## src/rtl/i2s_tx_pkg.sv

```systemverilog
package i2s_tx_pkg;
   // register byte offsets (software visible map)
   localparam logic [11:0] OFF_TOP_EN   = 12'h000;
   localparam logic [11:0] OFF_BLK_EN   = 12'h008;
   localparam logic [11:0] OFF_CLK_EN   = 12'h00C;
   localparam logic [11:0] OFF_CLK_CFG  = 12'h010;
   localparam logic [11:0] OFF_FLUSH    = 12'h018;
   localparam logic [11:0] OFF_LEFT     = 12'h020;
   localparam logic [11:0] OFF_RIGHT    = 12'h024;
   localparam logic [11:0] OFF_CH_EN    = 12'h02C;
   localparam logic [11:0] OFF_RES      = 12'h034;
   localparam logic [11:0] OFF_STAT     = 12'h038;
   localparam logic [11:0] OFF_MASK     = 12'h03C;
   localparam logic [11:0] OFF_OVR_CLR  = 12'h044;
   localparam logic [11:0] OFF_THR      = 12'h04C;
   localparam logic [11:0] OFF_CH_FLUSH = 12'h054;

   localparam int SAMPLE_W  = 32;
   localparam int BIT_EMPTY = 4;
   localparam int BIT_OVR   = 5;

   // word-select half-period in bit clocks
   function automatic logic [6:0] slot_len(input logic [1:0] code);
      case (code)
         2'd0:    slot_len = 7'd16;
         2'd1:    slot_len = 7'd24;
         default: slot_len = 7'd32;
      endcase
   endfunction

   // number of significant sample bits
   function automatic logic [6:0] res_len(input logic [2:0] code);
      case (code)
         3'd4:    res_len = 7'd24;
         3'd5:    res_len = 7'd32;
         default: res_len = 7'd16;
      endcase
   endfunction
endpackage

```

## src/rtl/i2s_tx_fifo.sv

```systemverilog
module i2s_tx_fifo #(
   parameter int DEPTH = 8,
   parameter int W     = 64,
   localparam int AW   = $clog2(DEPTH),
   localparam int LW   = AW + 1
) (
   input  logic          clk,
   input  logic          rst_n,
   input  logic          push,
   input  logic [W-1:0]  din,
   input  logic          pop,
   input  logic          flush,
   output logic [W-1:0]  dout,
   output logic          full,
   output logic          empty,
   output logic [LW-1:0] level
);
   logic [W-1:0]  mem [DEPTH];
   logic [AW-1:0] wr_ptr, rd_ptr;
   logic          do_push, do_pop;

   assign full    = (level == LW'(DEPTH));
   assign empty   = (level == '0);
   assign do_push = push && !full && !flush;
   assign do_pop  = pop && !empty && !flush;
   assign dout    = mem[rd_ptr];

   always_ff @(posedge clk) begin
      if (do_push) mem[wr_ptr] <= din;
   end

   always_ff @(posedge clk or negedge rst_n) begin
      if (!rst_n) begin
         wr_ptr <= '0;
         rd_ptr <= '0;
         level  <= '0;
      end else if (flush) begin
         wr_ptr <= '0;
         rd_ptr <= '0;
         level  <= '0;
      end else begin
         if (do_push) wr_ptr <= wr_ptr + 1'b1;
         if (do_pop)  rd_ptr <= rd_ptr + 1'b1;
         case ({do_push, do_pop})
            2'b10:   level <= level + 1'b1;
            2'b01:   level <= level - 1'b1;
            default: level <= level;
         endcase
      end
   end

   a_r6_level_bound: assert property (@(posedge clk) disable iff (!rst_n)
      level <= LW'(DEPTH));

   a_r10_flush_empties: assert property (@(posedge clk) disable iff (!rst_n)
      flush |=> (level == '0));

   a_r7_full_drop: assert property (@(posedge clk) disable iff (!rst_n)
      (push && full && !pop && !flush) |=> $stable(level));
endmodule

```

## src/rtl/i2s_tx_regs.sv

```systemverilog
module i2s_tx_regs
   import i2s_tx_pkg::*;
#(
   parameter int ADDR_W = 12,
   parameter int LW     = 4
) (
   input  logic                  clk,
   input  logic                  rst_n,
   input  logic                  bus_we,
   input  logic [ADDR_W-1:0]     bus_addr,
   input  logic [SAMPLE_W-1:0]   bus_wdata,
   output logic [SAMPLE_W-1:0]   bus_rdata,
   input  logic                  fifo_full,
   input  logic [LW-1:0]         fifo_level,
   output logic                  push,
   output logic [2*SAMPLE_W-1:0] push_data,
   output logic                  flush,
   output logic                  run,
   output logic [1:0]            wl_code,
   output logic [2:0]            res_code,
   output logic                  irq
);
   logic                top_en, blk_en, clk_en, ch_en, ovr_q;
   logic [1:0]          mask_q;
   logic [LW-1:0]       thr_q;
   logic [SAMPLE_W-1:0] left_q;
   logic                empty_st;

   function automatic logic hit(input logic [ADDR_W-1:0] a, input logic [11:0] off);
      hit = (a == ADDR_W'(off));
   endfunction

   assign push      = bus_we && hit(bus_addr, OFF_RIGHT);
   assign push_data = {left_q, bus_wdata};
   assign flush     = bus_we && bus_wdata[0] &&
                      (hit(bus_addr, OFF_FLUSH) || hit(bus_addr, OFF_CH_FLUSH));
   assign run       = top_en && blk_en && ch_en && clk_en;
   assign empty_st  = (fifo_level <= thr_q);
   assign irq       = (empty_st && !mask_q[0]) || (ovr_q && !mask_q[1]);

   always_ff @(posedge clk or negedge rst_n) begin
      if (!rst_n) begin
         top_en   <= 1'b0;
         blk_en   <= 1'b0;
         clk_en   <= 1'b0;
         ch_en    <= 1'b0;
         wl_code  <= '0;
         res_code <= '0;
         mask_q   <= 2'b11;
         thr_q    <= '0;
         left_q   <= '0;
      end else if (bus_we) begin
         if (hit(bus_addr, OFF_TOP_EN))  top_en   <= bus_wdata[0];
         if (hit(bus_addr, OFF_BLK_EN))  blk_en   <= bus_wdata[0];
         if (hit(bus_addr, OFF_CLK_EN))  clk_en   <= bus_wdata[0];
         if (hit(bus_addr, OFF_CH_EN))   ch_en    <= bus_wdata[0];
         if (hit(bus_addr, OFF_CLK_CFG)) wl_code  <= bus_wdata[4:3];
         if (hit(bus_addr, OFF_RES))     res_code <= bus_wdata[2:0];
         if (hit(bus_addr, OFF_MASK))    mask_q   <= bus_wdata[BIT_OVR:BIT_EMPTY];
         if (hit(bus_addr, OFF_THR))     thr_q    <= bus_wdata[LW-1:0];
         if (hit(bus_addr, OFF_LEFT))    left_q   <= bus_wdata;
      end
   end

   always_ff @(posedge clk or negedge rst_n) begin
      if (!rst_n)                                ovr_q <= 1'b0;
      else if (push && fifo_full)                ovr_q <= 1'b1;
      else if (bus_we && hit(bus_addr, OFF_OVR_CLR)) ovr_q <= 1'b0;
   end

   always_comb begin
      bus_rdata = '0;
      if      (hit(bus_addr, OFF_TOP_EN))  bus_rdata[0] = top_en;
      else if (hit(bus_addr, OFF_BLK_EN))  bus_rdata[0] = blk_en;
      else if (hit(bus_addr, OFF_CLK_EN))  bus_rdata[0] = clk_en;
      else if (hit(bus_addr, OFF_CH_EN))   bus_rdata[0] = ch_en;
      else if (hit(bus_addr, OFF_CLK_CFG)) bus_rdata[4:3] = wl_code;
      else if (hit(bus_addr, OFF_RES))     bus_rdata[2:0] = res_code;
      else if (hit(bus_addr, OFF_LEFT))    bus_rdata = left_q;
      else if (hit(bus_addr, OFF_MASK))    bus_rdata[BIT_OVR:BIT_EMPTY] = mask_q;
      else if (hit(bus_addr, OFF_THR))     bus_rdata[LW-1:0] = thr_q;
      else if (hit(bus_addr, OFF_STAT)) begin
         bus_rdata[BIT_EMPTY] = empty_st;
         bus_rdata[BIT_OVR]   = ovr_q;
      end
   end

   a_r7_overrun_sets: assert property (@(posedge clk) disable iff (!rst_n)
      (push && fifo_full) |=> ovr_q);

   a_r7_overrun_clears: assert property (@(posedge clk) disable iff (!rst_n)
      (bus_we && hit(bus_addr, OFF_OVR_CLR)) |=> !ovr_q);
endmodule

```

## src/rtl/i2s_tx_serializer.sv

```systemverilog
module i2s_tx_serializer
   import i2s_tx_pkg::*;
#(
   parameter int CLK_DIV = 2,
   localparam int CW     = (CLK_DIV > 1) ? $clog2(CLK_DIV) : 1
) (
   input  logic                  clk,
   input  logic                  rst_n,
   input  logic                  run,
   input  logic [1:0]            wl_code,
   input  logic [2:0]            res_code,
   input  logic                  fifo_empty,
   input  logic [2*SAMPLE_W-1:0] fifo_dout,
   output logic                  pop,
   output logic                  sck_o,
   output logic                  ws_o,
   output logic                  sd_o
);
   logic                tick, sck_q;
   logic [6:0]          slot, wl, res, last_slot, j, k;
   logic [SAMPLE_W-1:0] cur_l, cur_r, word;
   logic [4:0]          idx;
   logic                is_r;

   generate
      if (CLK_DIV == 1) begin : g_nodiv
         assign tick = 1'b1;
      end else begin : g_div
         logic [CW-1:0] cnt;
         always_ff @(posedge clk or negedge rst_n) begin
            if (!rst_n)                        cnt <= '0;
            else if (!run)                     cnt <= '0;
            else if (cnt == CW'(CLK_DIV - 1))  cnt <= '0;
            else                               cnt <= cnt + 1'b1;
         end
         assign tick = (cnt == CW'(CLK_DIV - 1));
      end
   endgenerate

   assign wl        = slot_len(wl_code);
   assign res       = res_len(res_code);
   assign last_slot = (wl << 1) - 7'd1;
   assign pop       = run && tick && sck_q && (slot == '0) && !fifo_empty;

   always_ff @(posedge clk or negedge rst_n) begin
      if (!rst_n) begin
         sck_q <= 1'b0;
         slot  <= '0;
         cur_l <= '0;
         cur_r <= '0;
      end else if (!run) begin
         sck_q <= 1'b0;
         slot  <= '0;
         cur_l <= '0;
         cur_r <= '0;
      end else if (tick) begin
         sck_q <= ~sck_q;
         if (sck_q) begin
            slot <= (slot >= last_slot) ? 7'd0 : slot + 7'd1;
            if (slot == '0) begin
               cur_l <= fifo_empty ? '0 : fifo_dout[2*SAMPLE_W-1:SAMPLE_W];
               cur_r <= fifo_empty ? '0 : fifo_dout[SAMPLE_W-1:0];
            end
         end
      end
   end

   // slot 0 carries the last bit of the previous right word
   always_comb begin
      j    = (slot == '0) ? last_slot : slot - 7'd1;
      is_r = (j >= wl);
      k    = is_r ? j - wl : j;
      word = is_r ? cur_r : cur_l;
      idx  = 5'(res - 7'd1 - k);
      sd_o = (k < res) ? word[idx] : 1'b0;
   end

   assign ws_o  = (slot >= wl);
   assign sck_o = sck_q;

   a_r2_idle_quiet: assert property (@(posedge clk) disable iff (!rst_n)
      !run |=> (!sck_o && !ws_o && !sd_o));

   a_r4_ws_on_fall: assert property (@(posedge clk) disable iff (!rst_n)
      (run && $past(run) && !$stable(ws_o)) |-> $fell(sck_o));

   a_r4_sd_on_fall: assert property (@(posedge clk) disable iff (!rst_n)
      (run && $past(run) && $rose(sck_o)) |-> $stable(sd_o));
endmodule

```

## src/rtl/i2s_tx_regbus.sv

```systemverilog
module i2s_tx_regbus
   import i2s_tx_pkg::*;
#(
   parameter int ADDR_W     = 12,
   parameter int CLK_DIV    = 2,
   parameter int FIFO_DEPTH = 8,
   localparam int LW        = $clog2(FIFO_DEPTH) + 1
) (
   input  logic                clk,
   input  logic                rst_n,
   input  logic                bus_we,
   input  logic [ADDR_W-1:0]   bus_addr,
   input  logic [SAMPLE_W-1:0] bus_wdata,
   output logic [SAMPLE_W-1:0] bus_rdata,
   output logic                sck_o,
   output logic                ws_o,
   output logic                sd_o,
   output logic                irq_o
);
   generate
      if (CLK_DIV < 1) begin : g_bad_div
         $error("CLK_DIV must be at least 1");
      end
      if (FIFO_DEPTH < 2 || (FIFO_DEPTH & (FIFO_DEPTH - 1)) != 0) begin : g_bad_depth
         $error("FIFO_DEPTH must be a power of two of at least 2");
      end
      if (ADDR_W < 7 || ADDR_W > 12) begin : g_bad_addr
         $error("ADDR_W must lie between 7 and 12");
      end
      if (LW > SAMPLE_W) begin : g_bad_lw
         $error("FIFO_DEPTH too large for threshold field");
      end
   endgenerate

   logic                  push, flush, run, pop, full, empty;
   logic [2*SAMPLE_W-1:0] push_data, dout;
   logic [LW-1:0]         level;
   logic [1:0]            wl_code;
   logic [2:0]            res_code;

   i2s_tx_regs #(.ADDR_W(ADDR_W), .LW(LW)) u_regs (
      .clk(clk), .rst_n(rst_n), .bus_we(bus_we), .bus_addr(bus_addr),
      .bus_wdata(bus_wdata), .bus_rdata(bus_rdata), .fifo_full(full),
      .fifo_level(level), .push(push), .push_data(push_data), .flush(flush),
      .run(run), .wl_code(wl_code), .res_code(res_code), .irq(irq_o)
   );

   i2s_tx_fifo #(.DEPTH(FIFO_DEPTH), .W(2*SAMPLE_W)) u_fifo (
      .clk(clk), .rst_n(rst_n), .push(push), .din(push_data), .pop(pop),
      .flush(flush), .dout(dout), .full(full), .empty(empty), .level(level)
   );

   i2s_tx_serializer #(.CLK_DIV(CLK_DIV)) u_ser (
      .clk(clk), .rst_n(rst_n), .run(run), .wl_code(wl_code),
      .res_code(res_code), .fifo_empty(empty), .fifo_dout(dout), .pop(pop),
      .sck_o(sck_o), .ws_o(ws_o), .sd_o(sd_o)
   );
endmodule

```

## config.mk

```make
export PLATFORM = sky130hd
export DESIGN_NAME = i2s_tx_regbus
export DESIGN_NICKNAME = d
export VERILOG_FILES = /design/src/rtl/i2s_tx_pkg.sv /design/src/rtl/i2s_tx_fifo.sv /design/src/rtl/i2s_tx_regs.sv /design/src/rtl/i2s_tx_serializer.sv /design/src/rtl/i2s_tx_regbus.sv
export SDC_FILE = /design/constraint.sdc
export NUM_CORES = 1
export LEC_CHECK = 0
export ABC_CLOCK_PERIOD_IN_PS = 7700
export BUFFER_PORTS_ARGS = -buffer_cell sky130_fd_sc_hd__buf_2
export CAP_MARGIN = 20
export CORE_AREA = 2 2 231 233
export DETAILED_ROUTE_END_ITERATION = 8
export DIE_AREA = 0 0 233 235
export GPL_ROUTABILITY_DRIVEN = 0
export GPL_TIMING_DRIVEN = 0
export PLACE_DENSITY = 0.65
export SLEW_MARGIN = 20
export SYNTH_ARGS = -nofsm -noshare
export SYNTH_HDL_FRONTEND = slang
export SYNTH_SLANG_ARGS = --single-unit
```

## constraint.sdc

```tcl
create_clock -name clk -period 7.7 [get_ports clk]
set_clock_uncertainty 0.15 [all_clocks]
set_input_delay 1.54 -clock clk [delete_from_list [all_inputs] [get_ports clk]]
set_output_delay 1.54 -clock clk [all_outputs]
set_load 0.02 [all_outputs]
```

==> reports/metrics.cfg, run 1 <==
[status]
status=completed

[global_route]
gr-usage-met1=0.3246
grt.total_usage=0.2238
grt_use_met3=0.03750
maximum_number_of_pins_on_one_net_before_global_route_repair=75
vias_in_the_first_global_route=14010
global_route.peak_usage_layer=met2
antenna_found_initial=0
global_route.overflow_total=0
met2_usage=0.3544
first_pass_grt_wire_length_mm=89.24

[placement]
count_of_placed_standard_cells_including_taps=2257
dp.final_hpwl_mm=39.13
port_buffers=80
place_area_um2=28100

[sta]
slew_at_the_pin_closest_to_its_max_slew_limit_ns=1.049
finalSetupViolCount=0
timing.final.max_slew_violations=0
number_of_failing_hold_endpoints_at_the_final_stage=0
finalCritPeriodShare=0.9721
setup_repair_after_global_routing_missed_its_margin=no
final_period_minus_worst_setup_slack_ns=7.485
timing.max_slew.rel_slack=0.3004
fmax_mhz=133.6

[final_layout]
postLayoutCellArea_um2=30360
flow.area_growth_from_synthesis_pct=16.82
final_layout_size_suffix_gt1_frac=0.2525
design.final.nets=1718
post-route-util=0.5812
layout.cells.non_filler=2387
nFillCells=3878
insertedDiodeCount=0

[worst_setup_path]
worstSetupStartpointType=register
ff2ff_setup_slack_ns=3.71
required_ns=6.01
timing.setup.critical_path_class=reg2out
worstPathMaxFanout=10
worstReg2RegStart=u_ser.slot[1]
worst-endpoint-arrival_ns=5.80
origin_of_the_worst_setup_path=u_ser.slot[1]
setup.worst_path.end_class=primary output

[cts]
clkTransAtPathRegs_ns=0.06
clock_insertion_delay_worst_skew_ns=0.61
htree_num_levels=3
numCtsBuffers=68
cts_sinks=643
cts_tree=yes
cts-hold-fix-buffers=0
cts_buffer_depth=3
cts_root_buf=sky130_fd_sc_hd__clkbuf_16

[run]
max_cap_viol_count=0

[synthesis]
yosys-mux-area-fraction=0.1669
syn_area_per_cell_um2=17.91
netlist.top_cell.by_area=sky130_fd_sc_hd__edfxtp_1
yosys_register_bits=643
post_synth_edffs=512
synth_largest_type_area_fraction=0.5917
asyncSetResetFlopFracSynth=0.2037
area_of_the_mapped_netlist_um2=25990
largest_family_of_logic_cells_by_synthesized_area=multiplexers
postSynthNetCount=1525
synth_sequential_area_ratio=0.7179
yosys_warnings=0
synth-adder-area-share=0.01358
synth.area.top_cells=sky130_fd_sc_hd__edfxtp_1, sky130_fd_sc_hd__dfrtp_1, sky130_fd_sc_hd__mux4_2
post_synth_xor_area_fraction=0.005393
synthDistinctLibCells=65
synthCells=1451
synth_simple_gate_area_frac=0.04791
synth_compound_area_frac=0.03399
synth_top_flop_cell=sky130_fd_sc_hd__edfxtp_1

[detailed_routing]
detailed_route_wire_length_mm=59.45
drt_first_iter_violations=1447
wire_per_inst_um=24.91
routed-via-count=13840
avg_vias_per_cell=5.799
route.detailed.drc=0
dr.pass1.iters=6
ant_nets=0

[hold_path]
hold_path.class=reg2reg
hold_path_startpoint=u_ser.cur_l[14]

[power_and_ir_drop]
static-leakage-power_nw=11.96
peakVddDrop_mv=0.1365
total_power_of_the_final_layout_mw=7.017
power.density_cell_area_nw_per_um2=231.1

[floorplanning]
die_width_um=233
die_area_um2=54760
core_um2=52240
floorplan.io_pins=83
chipHeight_um=235
start_util=0.4975
placementRows=84

[sequential cells by signal, summed over array words and instances, names as in the netlist]
signal and flops:
u_fifo.rd_ptr 3, u_regs.ovr_q 1, u_fifo.mem 512, u_regs.blk_en 1, u_regs.thr_q 4, u_ser.cur_l 32
u_regs.wl_code 2, u_regs.mask_q 2, u_regs.top_en 1, u_regs.clk_en 1, u_fifo.wr_ptr 3, u_ser.g_div.cnt 1
u_regs.left_q 32, u_regs.res_code 3, u_ser.slot 7, u_ser.sck_o 1, u_fifo.level 4, u_ser.cur_r 32
u_regs.ch_en 1
[report_power, final]
group / switching (mW) / internal, mW / leakage, nW / total [mW]
Combinational: 0.0605 / 0.0277 / 3.92 / 0.0882
Sequential: 0.00329 / 3.73 / 6.98 / 3.74
Clock: 1.33 / 1.86 / 1.06 / 3.19
Total: 1.39 / 5.62 / 12.0 / 7.02
[worst max-delay path, stage by stage (launching register included)]
cell and delay, ns:
sky130_fd_sc_hd__dfrtp_1 0.42, sky130_fd_sc_hd__inv_1 0.13, sky130_fd_sc_hd__ha_2 0.24, sky130_fd_sc_hd__or3b_4 0.43, sky130_fd_sc_hd__or2_1 0.28, sky130_fd_sc_hd__nand2_1 0.09
sky130_fd_sc_hd__o21ai_2 0.07, sky130_fd_sc_hd__ha_1 0.35, sky130_fd_sc_hd__nor2b_2 0.19, sky130_fd_sc_hd__a2111oi_4 0.23, sky130_fd_sc_hd__and2_1 0.19, sky130_fd_sc_hd__buf_6 0.17
sky130_fd_sc_hd__buf_6 0.18, sky130_fd_sc_hd__mux2_2 0.36, sky130_fd_sc_hd__ha_2 0.31, sky130_fd_sc_hd__nand2_1 0.11, sky130_fd_sc_hd__nor2_1 0.05, sky130_fd_sc_hd__a41o_1 0.21
sky130_fd_sc_hd__or3_1 0.31, sky130_fd_sc_hd__a2111o_1 0.40, sky130_fd_sc_hd__o211ai_1 0.23, sky130_fd_sc_hd__buf_4 0.23
[synthesized netlist by cell type, drive strengths merged (2+ instances only)]
cell     number
nand3b        2
xor2          8
nor4b         2
a41o          2
a32oi         5
or3           5
or4           3
mux2i        88
a21o          5
fa            2
nor3         14
nand2       114
nand3        15
clkbuf       51
and2         27
nand4         6
nand2b        8
a21oi        13
o211ai        2
buf          22
and3          5
nor2b         5
dfrtp       129
nand4b        2
nor4          2
mux2         47
o21ai        95
nor3b         5
mux4        130
o21a          2
dfstp         2
o2111ai       2
nor2         41
inv          20
edfxtp      512
a211oi        3
ha           25
xnor2         8
[kinds of logic after synthesis]
kind of cell	Yosys count
AOI/OAI and AO/OA	145
xor gates and xnor gates	16
adders and majority gates	27
buffers and inverters	93
DFF	643
muxes	265
other	1
and+or+nand+nor	261
[final cells by class]
type	instances	area (um2)	share of cell area
multi-input combinational	715	7053	0.2323
inverter	20	75.07	0.002473
clock inverter	33	292.8	0.009644
clock buffer	92	1886	0.06211
sequential	643	18660	0.6146
timing repair buffer	124	1230	0.04051
buffer	72	304.0	0.01002
tap	688	860.8	0.02836
[final timing paths]
check / to / cells past startpoint
worst min register to register: u_ser.cur_l[14] / 2
min in group asynchronous: u_fifo.level[2] / 1
worst min-delay path: u_ser.cur_l[14] / 2
worst max register to register: u_fifo.level[3] / 13
worst max-delay path: sd_o / 21
max in group asynchronous: u_regs.left_q[18] / 2
[layer usage]
layer | vias up | part of all wire
met3 | 74 | 0.058
li1 | 6112 | -
met5 | - | 0
met4 | 0 | 0.018
met2 | 399 | 0.48
met1 | 7257 | 0.44
[placed cells by master, fill, tap and decap left out, drive strengths merged, types with 3 or more instances in the layout]
| cell | count |
|---|---|
| and3 | 5 |
| a21oi | 13 |
| buf | 142 |
| nand4 | 6 |
| nor3b | 5 |
| xor2 | 8 |
| nand2 | 114 |
| a32oi | 5 |
| mux2i | 88 |
| clkbuf | 146 |
| xnor2 | 8 |
| clkinv | 24 |
| nor2 | 41 |
| inv | 23 |
| or4 | 3 |
| a21o | 5 |
| mux2 | 47 |
| ha | 25 |
| nor3 | 14 |
| and2 | 27 |
| dfrtp | 129 |
| edfxtp | 512 |
| o21ai | 95 |
| or3 | 5 |
| a211oi | 3 |
| nand2b | 8 |
| nand3 | 15 |
| bufinv | 4 |
| mux4 | 130 |
| nor2b | 5 |
[per-stage QoR]
stage	setup WS, ns	hold slack, ns	TNS, ns
after floorplan	0.8691	0.2946	0
after global placement	-2.619	0.3126	-1224.18
after detailed placement	-0.1817	0.3201	-0.1817
after CTS	0.02098	0.3329	0
after global routing	0.009336	0.3564	0
final	0.2147	0.3309	0
[timing repair]
action / CTS / global route
setup endpoints to repair: 1 / 1
resized for setup: 7 / 6
pin swaps: 1 / 0
cloned: 0 / 0
endpoints found under the hold margin: 0 / 0
buffers inserted: 1 / 3
Note: power is estimated with default switching activity, not from simulation.
==> inputs of run 2 (changes only) <==
Settings changed: CORE_AREA 2 2 231 233 to 2 2 252 254, DIE_AREA 0 0 233 235 to 0 0 254 256, PLACE_DENSITY 0.65 to 0.56.
==> run 2 against run 1 <==
Register-to-register slack improved by 0.27 ns. Clock power barely moved. Worst hold slack got worse by 0.0037 ns. Total power rose by 0.11%. Via count fell by 0.30%. Critical endpoint unchanged. Highest routed layer unchanged.
==> reports/metrics.cfg, run 2 (synthesis gave the netlist of run 1 again) <==
[floorplanning]
floorplan.io_pins=83  ; unchanged
die_area_um2=65020  ; +19%
die_width_um=254  ; +9.0%
placementRows=92  ; +9.5%
chipHeight_um=256  ; +8.9%
core_um2=62390  ; +19%
start_util=0.4165  ; -0.08097

[placement]
count_of_placed_standard_cells_including_taps=2413  ; +6.9%
port_buffers=80  ; unchanged
dp.final_hpwl_mm=41.35  ; +5.7%
place_area_um2=28300  ; +0.72%

[worst_setup_path]
cpMostUsedCell=sky130_fd_sc_hd__buf_6
required_ns=6.01  ; about the same
r2r.worst_path.cells=13  ; unchanged
ff2ff_setup_slack_ns=3.98  ; +0.27 ns
cp_top_family=simple AND/OR/NAND/NOR gates
crit_path_cell_trace=buf_6 > or3_1 > clkbuf_1 > or2_4 > nand2_1 > o21ai_2 > ha_1 > nor2b_2 > a2111oi_4 > and2_1 > buf_6 > buf_6 > mux2_2 > ha_2 > nand2_1 > nor2_1 > a41o_1 > or3_1 > a2111o_1 > o211ai_1 > buf_4
worstPathMaxFanout=10  ; unchanged
worstSetupStartpointType=register
timing.setup.critical_path_class=reg2out
cp_slowest_cell=sky130_fd_sc_hd__dfrtp_1
worst-endpoint-arrival_ns=5.74  ; -0.06 ns
worstReg2RegStart=u_ser.slot[4]
worst_path_largest_cell_delay_ns=0.41  ; -0.02 ns
cp_num_buf_inv=5  ; +1
setup.worst_path.end_class=primary output
worstReg2RegEnd=u_fifo.level[3]

[sta]
timing.final.max_slew_violations=0  ; unchanged
number_of_failing_hold_endpoints_at_the_final_stage=0  ; unchanged
final_period_minus_worst_setup_slack_ns=7.430  ; -0.05570 ns
finalSetupViolCount=0  ; unchanged
setup_repair_after_global_routing_missed_its_margin=no
slew_at_the_pin_closest_to_its_max_slew_limit_ns=1.154  ; +0.1045 ns
finalCritPeriodShare=0.9649  ; -0.007233
timing.max_slew.rel_slack=0.2307  ; -0.06964
fmax_mhz=134.6  ; +0.75%
holdWs_ns=0.3271  ; -0.003743 ns

[final_layout]
top_register=u_fifo.mem
most_used_cells_in_the_layout_excluding_fill_and_tap_cells=sky130_fd_sc_hd__edfxtp_1, sky130_fd_sc_hd__mux4_2, sky130_fd_sc_hd__dfrtp_1
postLayoutCellArea_um2=30560  ; +0.66%
insertedDiodeCount=0  ; unchanged
final_layout_size_suffix_gt1_frac=0.2555  ; +0.002956
max_ffs_per_register=512  ; unchanged
mostFrequentLayoutCell=sky130_fd_sc_hd__edfxtp_1
design.final.nets=1714  ; -0.23%
layout.cells.non_filler=2541  ; +6.5%
flow.area_growth_from_synthesis_pct=17.59

[power_and_ir_drop]
total_power_of_the_final_layout_mw=7.024  ; +0.11%
static-leakage-power_nw=11.93  ; -0.26%
power.density_cell_area_nw_per_um2=229.9  ; -0.55%
peakVddDrop_mv=0.1461  ; +7.1%

[global_route]
grt.total_usage=0.1988  ; -0.02502
global_route.overflow_total=0  ; unchanged
maximum_number_of_pins_on_one_net_before_global_route_repair=73  ; -2.7%
vias_in_the_first_global_route=14320  ; +2.2%
antenna_found_initial=1  ; +1
first_pass_grt_wire_length_mm=93.96  ; +5.3%

[cts]
htree_num_levels=3  ; unchanged
cts-hold-fix-buffers=0  ; unchanged
cts_root_buf=sky130_fd_sc_hd__clkbuf_16
clock_insertion_delay_worst_skew_ns=0.61  ; about the same
cts_buffer_depth=3  ; unchanged
numCtsBuffers=69  ; +1.5%
cts_tree=yes
cts_sinks=643  ; unchanged
clkTransAtPathRegs_ns=0.06  ; about the same

[hold_path]
hold_path.class=reg2reg
hold_path_startpoint=u_ser.cur_l[19]
hold_path_depth=2  ; unchanged
worstHoldEndpoint=u_ser.cur_l[19]

[detailed_routing]
avg_vias_per_cell=5.431  ; -6.3%
drt_first_iter_violations=1189  ; -18%
routed-via-count=13800  ; -0.30%
ant_nets=0  ; unchanged
detailed_route_wire_length_mm=62.55  ; +5.2%
route.detailed.drc=0  ; unchanged
dr.pass1.iters=5  ; -1
wire_per_inst_um=24.62  ; -1.2%

[run]
max_cap_viol_count=0  ; unchanged

[status]
status=completed

==> run 2: changes by cell type in the layout (fill, tap and decap cells not counted), sizes merged <==
cell | previous run | this run
clkbuf | 146 | 143
inv | 23 | 22
buf | 142 | 140
clkinv | 24 | 22
clkinvlp | 2 | 8
bufinv | 4 | 2
==> run 2: how the worst max path moves through the flow <==
stage	start	end	slack (ns)	depth (start not counted)
after floorplan	u_ser.slot[0]	sd_o	0.87	20
after global placement	bus_addr[9]	u_fifo.mem[3][17]	-3.13	8
after global routing	u_ser.slot[1]	sd_o	0.02	21
after CTS	u_ser.slot[1]	sd_o	0.02	21
final	u_ser.slot[4]	sd_o	0.27	21
after detailed placement	u_ser.slot[0]	sd_o	-0.28	21
==> run 2: power by group <==
part | total, mW | switching [mW] | internal, mW | leakage, nW
Sequential | 3.74 | 0.00332 | 3.73 | 6.98
Clock | 3.20 | 1.35 | 1.85 | 1.05
Combinational | 0.0894 | 0.0617 | 0.0277 | 3.90
==> run 2: worst reg2reg max path: cells and delay by family (launching register included) <==
family / cells / cell delay [ns]
compound gates: 3 / 0.48
xor+xnor: 1 / 0.10
fa+ha+maj: 2 / 0.53
buf+inv: 2 / 0.34
flops: 1 / 0.41
simple gates: 5 / 1.61
==> run 2: metrics by stage <==
| stage | util | TNS (ns) | setup slack (ns) |
|---|---|---|---|
| after global placement | 0.4401 | -1455.31 | -3.133 |
| final | 0.4898 | 0 | 0.2703 |
| after detailed placement | 0.4536 | -0.2782 | -0.2782 |
| after floorplan | - | 0 | 0.8691 |
| after global routing | 0.4898 | 0 | 0.01576 |
| after CTS | 0.4892 | 0 | 0.01604 |
==> run 2: cell type report <==
type | instances | area, um2
plain buffers | 72 | 307.8
clock buffers | 92 | 1938
clock inverters | 34 | 255.2
fillers | 5305 | 31830
inverters | 20 | 75.07
multi-input cells | 715 | 7066
flip-flops and latches | 643 | 18660
well taps | 846 | 1059
repair buffers | 119 | 1201
==> run 2: repair_timing <==
action / in CTS / in global routing
pin swaps: 2 / 0
setup buffers: 2 / 0
setup endpoints to repair: 1 / 1
gates resized for setup: 9 / 7
==> run 2: routing by layer <==
layer  up-vias  wire length, um  track usage
li1       6094                -            -
met1      7208            28020       0.2851
met2       407            29670       0.3123
met3        92             3304      0.03183
met4         0             1564      0.06373
met5         -                0            0
==> inputs of run 3 (changes only) <==
Settings changed: CORE_AREA 2 2 252 254 to 2 2 256 258, DIE_AREA 0 0 254 256 to 0 0 258 260, SYNTH_HIERARCHICAL from default to 1.
==> run 3 against run 2 <==
Flip-flop and latch count unchanged. Routed wire length up 1.1%. Via count up 0.72%. Cell count down 0.79%. Cell area up 2.8%. Total power up 2.5%. Area after synthesis up 2.7%. Clock-buffer cell count up 14. Maximum frequency up 0.65%. Die area up 3.2%. Register-to-register slack worse by 1.4 ns. Critical endpoint unchanged. Largest cell class unchanged. Largest power group unchanged.
==> reports/metrics.cfg, run 3 <==
[worst_setup_path]
ff2ff_setup_slack_ns=2.57  ; -1.41 ns
worst_path_largest_cell_delay_ns=0.53  ; +0.12 ns
worstPathMaxFanout=10  ; unchanged
origin_of_the_worst_setup_path=u_ser/slot[0]
required_ns=6.01  ; about the same
worstReg2RegEnd=u_fifo/level[3]
worstReg2RegStart=u_ser/slot[0]
r2r.worst_path.cells=14  ; +1
timing.setup.critical_path_class=reg2out
setup.worst_path.end_class=primary output
crit_path_cell_trace=inv_1 > ha_1 > nor4b_2 > and2_1 > nor2_1 > ha_1 > fa_1 > o22ai_2 > or3_1 > buf_6 > buf_2 > nor2_1 > a21oi_1 > ha_1 > a21o_1 > a21oi_1 > nand4_1 > a21oi_1 > nand4_1 > o32ai_4 > buf_2
cp_slowest_cell=sky130_fd_sc_hd__dfrtp_1
worst-endpoint-arrival_ns=5.69  ; -0.05 ns
worstSetupStartpointType=register

[cts]
post-cts-setup-buffers=0  ; -2
cts_tree=yes
clock_insertion_delay_worst_skew_ns=0.60  ; about the same
cts_sinks=643  ; unchanged
cts-hold-fix-buffers=0  ; unchanged
cts_buffer_depth=3  ; unchanged
clkTransAtPathRegs_ns=0.06  ; about the same
htree_num_levels=3  ; unchanged
numCtsBuffers=70  ; +1.4%
cts_root_buf=sky130_fd_sc_hd__clkbuf_16

[sta]
finalSetupViolCount=0  ; unchanged
slew_at_the_pin_closest_to_its_max_slew_limit_ns=1.020  ; -0.1342 ns
fmax_mhz=135.5  ; +0.65%
number_of_failing_hold_endpoints_at_the_final_stage=0  ; unchanged
timing.final.max_slew_violations=0  ; unchanged
setup_repair_after_global_routing_missed_its_margin=no
finalCritPeriodShare=0.9586  ; -0.006242
timing.max_slew.rel_slack=0.3202  ; +0.08947
final_period_minus_worst_setup_slack_ns=7.382  ; -0.04807 ns

[hold_path]
hold_path_depth=1  ; -1
worstHoldEndpoint=u_ser/cur_l[15]
hold_path_startpoint=u_ser/cur_l[15]
hold_path.class=reg2reg

[global_route]
vias_in_the_first_global_route=14240  ; -0.57%
global_route.overflow_total=0  ; unchanged
antenna_found_initial=0  ; -1
grt.total_usage=0.1919  ; -0.006947
first_pass_grt_wire_length_mm=94.27  ; +0.34%
maximum_number_of_pins_on_one_net_before_global_route_repair=69  ; -5.5%

[power_and_ir_drop]
clockPowerShare=0.466  ; +0.011
share_seq_of_total_power=0.519  ; -0.013
static-leakage-power_nw=12.29  ; +3.0%
internal_power_mw=5.796  ; +3.4%
netSwitchingPower_mw=1.404  ; -0.89%
power.density_cell_area_nw_per_um2=229.1  ; -0.34%
peakVddDrop_mv=0.1389  ; -4.9%
power_frac_comb=0.015  ; +0.002
total_power_of_the_final_layout_mw=7.200  ; +2.5%
power_switching_share=0.1950  ; -0.006673

[placement]
place_area_um2=29080  ; +2.8%
count_of_placed_standard_cells_including_taps=2392  ; -0.87%
dp.final_hpwl_mm=41.77  ; +1.0%
port_buffers=81  ; +1.3%

[detailed_routing]
dr.pass1.iters=5  ; unchanged
wire_per_inst_um=25.09  ; +1.9%
drt_first_iter_violations=1049  ; -12%
ant_nets=0  ; unchanged
routed-via-count=13900  ; +0.72%
route.detailed.drc=0  ; unchanged
avg_vias_per_cell=5.514  ; +1.5%
detailed_route_wire_length_mm=63.25  ; +1.1%

[synthesis]
area_of_the_mapped_netlist_um2=26690  ; +2.7%
netlist.top_cell.by_area=sky130_fd_sc_hd__edfxtp_1
synthMostInstantiatedCell=sky130_fd_sc_hd__edfxtp_1
synthDistinctLibCells=77  ; +18%
postSynthNetCount=1491  ; -2.2%
synthCells=1418  ; -2.3%
synth_sequential_area_ratio=0.6989  ; -0.01895
synth_top_flop_cell=sky130_fd_sc_hd__edfxtp_1
asyncSetResetFlopFracSynth=0.2037  ; unchanged
synth_common_cells=sky130_fd_sc_hd__edfxtp_1, sky130_fd_sc_hd__mux4_2, sky130_fd_sc_hd__dfrtp_1
syn_area_per_cell_um2=18.82  ; +5.1%
post_synth_edffs=512  ; unchanged
synth.area.top_cells=sky130_fd_sc_hd__edfxtp_1, sky130_fd_sc_hd__dfrtp_1, sky130_fd_sc_hd__mux4_2
yosys_warnings=6  ; +6
synth_largest_type_area_fraction=0.5760  ; -0.01562
yosys_register_bits=643  ; unchanged

[final_layout]
flow.area_growth_from_synthesis_pct=17.75
most_used_cells_in_the_layout_excluding_fill_and_tap_cells=sky130_fd_sc_hd__edfxtp_1, sky130_fd_sc_hd__mux4_2, sky130_fd_sc_hd__dfrtp_1
post-route-util=0.4902  ; about the same
layout.cells.non_filler=2521  ; -0.79%
nFillCells=5394  ; +1.7%
postLayoutCellArea_um2=31430  ; +2.8%
final_layout_size_suffix_gt1_frac=0.3339  ; +0.07848
max_ffs_per_register=512  ; unchanged
regArea_um2=18660  ; about the same
design.final.nets=1681  ; -1.9%
mostFrequentLayoutCell=sky130_fd_sc_hd__edfxtp_1
combined_area_of_the_multi_input_logic_cells_um2=7466  ; +5.7%
top_register=u_fifo/mem

[floorplanning]
die_width_um=258  ; +1.6%
floorplan.io_pins=83  ; unchanged
start_util=0.4163  ; about the same
core_um2=64120  ; +2.8%
die_area_um2=67080  ; +3.2%
placementRows=93  ; +1.1%
chipHeight_um=260  ; +1.6%

[run]
max_cap_viol_count=0  ; unchanged

[status]
status=completed

-- run 3: cell types whose count changed after synthesis, sizes merged, moves of 6 or more --
cell / previous run / this run
buf: 22 / 62
mux2i: 88 / 19
nor3: 14 / 8
mux2: 47 / 118
o21ai: 95 / 13
a22o: 1 / 65
nand2: 114 / 44
nand3: 15 / 21
nor2: 41 / 33
-- run 3: worst max path at each step --
stage | endpoint | slack (ns) | cells after the start
after global routing | sd_o | 0.01 | 21
final | sd_o | 0.32 | 21
after detailed placement | sd_o | 0.50 | 20
after CTS | sd_o | 0.07 | 21
after floorplan | u_fifo/mem[7][0] | 1.38 | 8
after global placement | u_fifo/mem[3][47] | -2.32 | 9
-- run 3: kinds of logic after synthesis --
logic type	share of synthesized area
DFF	0.6990
muxes	0.1749
and+or+nand+nor	0.04093
AOI/OAI and AO/OA	0.04233
buffers and inverters	0.02508
adders and majority gates	0.01275
xor gates and xnor gates	0.004922
other	0.0001405
-- run 3: power groups by stage --
stage               Sequential [mW]  Combinational [mW]  Clock (mW)
floorplan                      3.81              0.0528           0
global placement               3.81               0.107           0
detailed placement             3.81               0.112           0
CTS                            3.74               0.112        3.44
global route                   3.73               0.122        3.58
finish                         3.74               0.110        3.35
-- run 3: timing repair --
action                     CTS  global route
hold endpoints to repair     0             0
resized for setup            3             4
setup endpoints to repair    1             1
-- run 3: layout make-up --
| type | instances | share of cell area |
|---|---|---|
| clock inverters | 23 | 0.008241 |
| well taps | 855 | 0.03404 |
| inverters | 17 | 0.002030 |
| multi-input cells | 649 | 0.2375 |
| plain buffers | 108 | 0.01919 |
| diodes | 1 | 0.00007962 |
| clock buffers | 106 | 0.06561 |
| repair buffers | 119 | 0.03969 |
| flip-flops and latches | 643 | 0.5936 |
-- run 3: critical path, delay by kind of cell (launching register included) --
kind	cells	cell delay, ns
compound gates	6	1.28
fa+ha+maj	4	1.26
buf+inv	4	0.83
flops	1	0.53
simple gates	7	1.18
-- run 3: metal layers --
metal | part of all wire | vias to the layer above | wire length, um | track usage
li1 | - | 6062 | - | -
met1 | 0.46 | 7407 | 28820 | 0.2751
met2 | 0.48 | 355 | 30270 | 0.3070
met3 | 0.046 | 77 | 2905 | 0.02836
met4 | 0.020 | 0 | 1255 | 0.05475
met5 | 0 | - | 0 | 0
-- run 3: metrics by stage --
stage          setup WS (ns)  setup TNS [ns]  hold slack, ns
6_report              0.3184               0          0.3430
5_1_grt              0.01355               0          0.3605
4_1_cts              0.06718               0          0.3458
3_5_place_dp          0.4954               0          0.3312
3_3_place_gp          -2.322        -1039.13          0.3264
2_1_floorplan          1.381               0          0.3078
